`src/rtl/buf_event_irq.sv`:
```
module buf_event_irq #(
  parameter int CNT_W       = 10,
  parameter int EARLY_BYTES = 128
) (
  input  logic             clk,
  input  logic             rst_n,
  input  logic             cfg_we,
  input  logic [15:0]      cfg_wdata,
  output logic [15:0]      cfg_rdata,
  input  logic             stat_rd,
  output logic [15:0]      stat_rdata,
  input  logic             sw_irq,
  input  logic             dma_done,
  input  logic             tx_rdy,
  input  logic             rx_miss,
  input  logic             rx_sof,
  input  logic             rx_dest_ok,
  input  logic             rx_byte,
  input  logic             tx_busy,
  input  logic             rx_carrier,
  input  logic             auto_dma,
  input  logic             dma_only,
  output logic [CNT_W-1:0] miss_count,
  output logic [CNT_W-1:0] col_count,
  output logic             irq
);

  localparam int BC_W = $clog2(EARLY_BYTES + 1);
  localparam logic [CNT_W-1:0] OVF_FROM = {1'b0, {(CNT_W-1){1'b1}}};
  localparam logic [BC_W-1:0]  LAST_B   = BC_W'(EARLY_BYTES - 1);
  localparam logic [BC_W-1:0]  SAT_B    = BC_W'(EARLY_BYTES);

  logic [15:6] evt_q, evt_d, set_v, en_q, en_eff;
  logic [BC_W-1:0] byte_cnt;
  logic accept_q, carrier_q, irq_q;

  wire col_evt  = tx_busy & rx_carrier & ~carrier_q;
  wire hit128   = rx_byte & ~rx_sof & (accept_q | rx_dest_ok) & (byte_cnt == LAST_B);
  wire miss_ovf = rx_miss & (miss_count == OVF_FROM);
  wire col_ovf  = col_evt & (col_count == OVF_FROM);

  assign stat_rdata = {evt_q, 6'b001100};
  assign cfg_rdata  = {en_q, 6'b001011};
  assign irq        = irq_q;

  always_comb begin
    set_v      = '0;
    set_v[6]   = sw_irq;
    set_v[7]   = dma_done;
    set_v[8]   = tx_rdy;
    set_v[10]  = rx_miss;
    set_v[11]  = hit128;
    set_v[12]  = miss_ovf;
    set_v[13]  = col_ovf;
    set_v[15]  = rx_dest_ok;
    evt_d      = (stat_rd ? '0 : evt_q) | set_v;
    if (hit128 && !rx_dest_ok) evt_d[15] = 1'b0;
    en_eff     = en_q;
    en_eff[11] = en_q[11] & ~(auto_dma | dma_only);
  end

  always_ff @(posedge clk or negedge rst_n) begin
    if (!rst_n) begin
      evt_q      <= '0;
      en_q       <= '0;
      irq_q      <= 1'b0;
      carrier_q  <= 1'b0;
      miss_count <= '0;
      col_count  <= '0;
    end else begin
      evt_q     <= evt_d;
      irq_q     <= |(evt_q & en_eff);
      carrier_q <= rx_carrier;
      if (cfg_we)  en_q       <= cfg_wdata[15:6];
      if (rx_miss) miss_count <= miss_count + 1'b1;
      if (col_evt) col_count  <= col_count + 1'b1;
    end
  end

  always_ff @(posedge clk or negedge rst_n) begin
    if (!rst_n) begin
      byte_cnt <= '0;
      accept_q <= 1'b0;
    end else if (rx_sof) begin
      byte_cnt <= '0;
      accept_q <= 1'b0;
    end else begin
      if (rx_dest_ok) accept_q <= 1'b1;
      if (rx_byte && byte_cnt != SAT_B) byte_cnt <= byte_cnt + 1'b1;
    end
  end


  miss_step_chk: assert property (@(posedge clk) disable iff (!rst_n)
    rx_miss |=> miss_count == $past(miss_count) + 1'b1);


  miss_ovf_chk: assert property (@(posedge clk) disable iff (!rst_n)
    (rx_miss && miss_count == OVF_FROM) |=> evt_q[12]);


  col_ovf_chk: assert property (@(posedge clk) disable iff (!rst_n)
    (tx_busy && rx_carrier && !carrier_q && col_count == OVF_FROM) |=> evt_q[13]);


  rd_clear_chk: assert property (@(posedge clk) disable iff (!rst_n)
    (stat_rd && !sw_irq && !dma_done && !tx_rdy && !rx_miss && !rx_dest_ok
     && !rx_byte && !rx_carrier) |=> evt_q == '0);


  early_swap_chk: assert property (@(posedge clk) disable iff (!rst_n)
    (hit128 && !rx_dest_ok && !stat_rd) |=> (evt_q[11] && !evt_q[15]));


  irq_sw_chk: assert property (@(posedge clk) disable iff (!rst_n)
    (evt_q[6] && en_q[6]) |=> irq);


  rx128_mask_chk: assert property (@(posedge clk) disable iff (!rst_n)
    ((auto_dma || dma_only) && ((evt_q & en_q) & ~(10'b1 << 5)) == '0) |=> !irq);

endmodule

```
`config.mk`:
```
export PLATFORM = sky130hd
export DESIGN_NAME = buf_event_irq
export DESIGN_NICKNAME = d
export VERILOG_FILES = /design/src/rtl/buf_event_irq.sv
export SDC_FILE = /design/constraint.sdc
export NUM_CORES = 1
export LEC_CHECK = 0
export ABC_AREA = 1
export BUFFER_PORTS_ARGS = -buffer_cell sky130_fd_sc_hd__buf_4
export CELL_PAD_IN_SITES_DETAIL_PLACEMENT = 0
export CELL_PAD_IN_SITES_GLOBAL_PLACEMENT = 1
export CORE_MARGIN = 5
export CORE_UTILIZATION = 25
export DETAILED_ROUTE_END_ITERATION = 16
export HOLD_SLACK_MARGIN = 0.15
export MAX_ROUTING_LAYER = met4
export PLACE_DENSITY_LB_ADDON = 0.1
export SYNTH_ARGS = -nofsm -noshare
export SYNTH_HDL_FRONTEND = slang
export SYNTH_SLANG_ARGS = --single-unit
```
`constraint.sdc`:
```
create_clock -name clk -period 1.3 [get_ports clk]
set_input_delay 0.13 -clock clk [delete_from_list [all_inputs] [get_ports clk]]
set_output_delay 0.13 -clock clk [all_outputs]
set_load 0.02 [all_outputs]
```
==> results.txt <==
Dividing the synthesized area by the synthesized cell count gives 8.991 um2. The tools report the number of detailed-routing iterations run before antenna repair as 4. The clock passes through at most 2 buffers. The final net count was 413; the placement-stage worst setup slack was -0.05593 ns. The top cell types in the final layout, fill and taps aside, are sky130_fd_sc_hd__buf_4 (83), sky130_fd_sc_hd__nand2_1 (56), sky130_fd_sc_hd__dfrtp_1 (47). Buffers inserted during clock tree synthesis total 5.

Cells fill 38.20% of the core in the end. The number of fill cells is 978. The tools report the post-synthesis instance total as 269.

The run gives 0 as the number of pins exceeding their max-slew limit in the final report. The routed design has 5.994 mm of wire. Number of design rule violations left after detail routing: 0. Entering global routing, the biggest net connects 22 pins. In this design, the stage delay of the slowest critical-path cell is 0.42 ns. The latest clock arrival within the worst-skew pair came out at 0.31 ns. In this run the static leakage power is 0.001810 uW. For the worst setup path, the data required time is 1.50 ns. In this run the clock root is driven by a sky130_fd_sc_hd__clkbuf_8. Timing would allow up to 776.2 MHz. Relative to the synthesized area, the layout overhead comes to 47.34%. The number of buffer and inverter stages on the critical path came out at 2.

Cell area after layout: 3563 um2. The final weighted congestion in routability-driven placement came out at 0.7567. The HPWL after detailed placement is 4.483 mm.

The H-tree was split into 2 levels. The first global-routing pass estimated 9.832 mm of wire. The floorplan has 35 rows.

The netlist area before placement is 2419 um2, and the routing usage on met3 is 2.149%. The worst path meets setup with 0.01173 ns of slack. The clock net in this run drives a total of 49 sinks. VDD sags by at most 551.3 uV. The logs give 0 for the number of antenna violations at the first check in global routing and 0.009794 ns for the maximum clock skew at final layout. The most common cell after layout, fill and taps aside was sky130_fd_sc_hd__buf_4. Port buffering added 63 buffers. The routed layout has 2024 vias. The final-layout setup total negative slack is 0 ns, and the worst hold margin is 0.1577 ns. The flow ran to the end, and the final reports show no timing, DRC or antenna violations. The vertical extent of the die is 108.4 um. Counting I/O delays and the setup requirement, the final critical path takes 1.288 ns.

TritonCTS built the clock tree. The run gives 0 as the total count of hold-check failures in the final report. The area of placed instances was 3085 um2; the critical path arrival was 1.49 ns. In this run the most used layer during global routing was met2. In this design, the largest share of critical-path delay is due to flip-flops. Setup repair after global routing could not meet its margin everywhere. Worst min-delay path class: in2reg. Of all nets on the critical path, the largest fanout is 7. Critical path's slowest cell: sky130_fd_sc_hd__dfrtp_1.

The via count of the first global-routing pass came out at 2050. The worst setup path is captured at a register. The logs give 25.93% for the effective utilization at floorplan and 37 for the violation count after the first detailed-routing iteration. Of the cells placed in the final design, the portion with a size suffix greater than 1 is 31.93%.

The critical path class was reg2reg. Global routing used 17.23% of the available met2 tracks. After detailed routing, the number of vias per cell comes to 3.984. The fraction of the cycle the final worst path needs is 99.10%, and the sequential-to-total area share from yosys stat is 50.70%. The run gives 9328 um2 as the placeable core area. The tools report the max-cap check violation count as 0.

Walking the worst path, the cells encountered are inv_2 -> ha_4 -> nand3_4 -> nor2_4 -> nor2_8 -> buf_4 -> nand3_1 -> nand2_1. In the final routed layout, each cell accounts on average for 11.80 um. The die boundary width is 108.4 um, and the final setup violation count is 0.

The met1 routing resource usage after global routing was 13.92%; the power density over the cells was 1304 nW/um2. 84 I/O pins were placed. The die area was 11740 um2. The flip-flop and latch count after synthesis was 49; the diode insertion count for antenna repair was 0. For the total of warnings raised by yosys, the log shows 0. The overall overflow remaining after global route is 0, and the number of distinct library cells after synthesis is 28. STA classifies the critical path startpoint as a register.

In this run the remaining antenna-violating nets after routing total 0. The total global-route track usage was 10.73%; the post-CTS clock slew at the launch and capture registers of the worst setup and hold paths was 0.09 ns.
[stage by stage]
step           total power, uW  cells
2_1_floorplan             2711    281
3_3_place_gp              3362    469
3_5_place_dp              3370    469
4_1_cts                   4625    502
5_1_grt                   4921    508
6_report                  4647    508
[repair_timing]
item                                   CTS  global route
setup buffers                            0             7
resized for setup                        1            19
hold buffers                            25             0
pin swaps                                1             3
endpoints found under the hold margin   79             0
setup endpoints to repair                9            21
[cell usage after synthesis]
cell	count	area, um2
sky130_fd_sc_hd__nand2_1	59	221.5
sky130_fd_sc_hd__dfrtp_1	49	1226
sky130_fd_sc_hd__inv_1	40	150.1
sky130_fd_sc_hd__nor2_1	20	75.07
sky130_fd_sc_hd__nand3_1	18	90.09
sky130_fd_sc_hd__buf_4	15	112.6
sky130_fd_sc_hd__o21ai_0	10	50.05
sky130_fd_sc_hd__xor2_1	10	87.58
sky130_fd_sc_hd__nand4_1	7	43.79
sky130_fd_sc_hd__xnor2_1	6	52.55
sky130_fd_sc_hd__mux2_2	5	56.30
sky130_fd_sc_hd__o21bai_1	5	37.54
sky130_fd_sc_hd__ha_1	4	50.05
sky130_fd_sc_hd__conb_1	2	7.510
sky130_fd_sc_hd__nand3b_1	2	15.01
sky130_fd_sc_hd__nor2_2	2	12.51
sky130_fd_sc_hd__nor2_8	2	40.04
sky130_fd_sc_hd__nor3_1	2	10.01
sky130_fd_sc_hd__o22ai_1	2	12.51
sky130_fd_sc_hd__a21oi_1	1	5.000
sky130_fd_sc_hd__buf_2	1	5.000
sky130_fd_sc_hd__buf_6	1	11.26
sky130_fd_sc_hd__clkbuf_1	1	3.750
sky130_fd_sc_hd__nand2_2	1	6.260
sky130_fd_sc_hd__nand3_2	1	10.01
sky130_fd_sc_hd__nor2_4	1	11.26
sky130_fd_sc_hd__nor3_2	1	10.01
sky130_fd_sc_hd__o21ai_1	1	5.000
[logic make-up (layout without fill, tap and decap cells)]
| family | Yosys count | after routing | share of synthesized area [%] |
|---|---|---|---|
| flops | 49 | 49 | 50.70 |
| buf+inv | 58 | 156 | 11.69 |
| mux | 5 | 5 | 2.328 |
| compound gates | 19 | 19 | 4.552 |
| xor+xnor | 16 | 16 | 5.794 |
| other cells | 2 | 14 | 0.3105 |
| fa+ha+maj | 4 | 4 | 2.069 |
| simple gates | 116 | 116 | 22.56 |
[worst paths after layout]
path                                   start  slack [ns]             to  cells after the start
min in group asynchronous              rst_n        0.26  miss_count[9]                      2
worst max register to register   byte_cnt[0]        0.01    byte_cnt[0]                      8
max in group asynchronous              rst_n        0.56    byte_cnt[3]                      3
worst min-delay path                  cfg_we        0.16       en_q[13]                      2
worst max-delay path             byte_cnt[0]        0.01    byte_cnt[0]                      8
worst min register to register  col_count[2]        0.52   col_count[2]                      1
[state kept, by name, summed over array words and instances, names as in the netlist]
signal,cells
byte_cnt,8
en_q,10
miss_count,10
accept_q,1
carrier_q,1
irq,1
evt_q,8
col_count,10
[routing by layer]
metal / share of wire, % / wire length (um) / up-vias
met5: 0 / 0 / -
met4: 1.0 / 62 / 0
met3: 4.8 / 290 / 6
met2: 48 / 2906 / 44
met1: 46 / 2734 / 950
li1: - / - / 1024
[report_power, final]
group	internal [uW]	switching, uW	total, uW
logic	710	798	1510
clock network	629	543	1170
registers	1760	208	1970
[layout make-up]
| type | instances | area (um2) | share of cell area, % |
|---|---|---|---|
| Sequential cell | 49 | 1229 | 34.48 |
| Inverter | 40 | 150.1 | 4.213 |
| Clock buffer | 7 | 86.33 | 2.423 |
| Tap cell | 129 | 161.4 | 4.529 |
| Timing Repair Buffer | 108 | 885.9 | 24.86 |
| Multi-Input combinational cell | 174 | 1021 | 28.65 |
| Clock inverter | 1 | 30.03 | 0.8427 |
[worst register-to-register path, delay by kind of cell (launching register included)]
kind	cells	cell delay, ns
and+or+nand+nor	5	0.39
adders and majority gates	1	0.14
DFF	1	0.42
buffers and inverters	2	0.24
(Power assumes the default switching activity.)
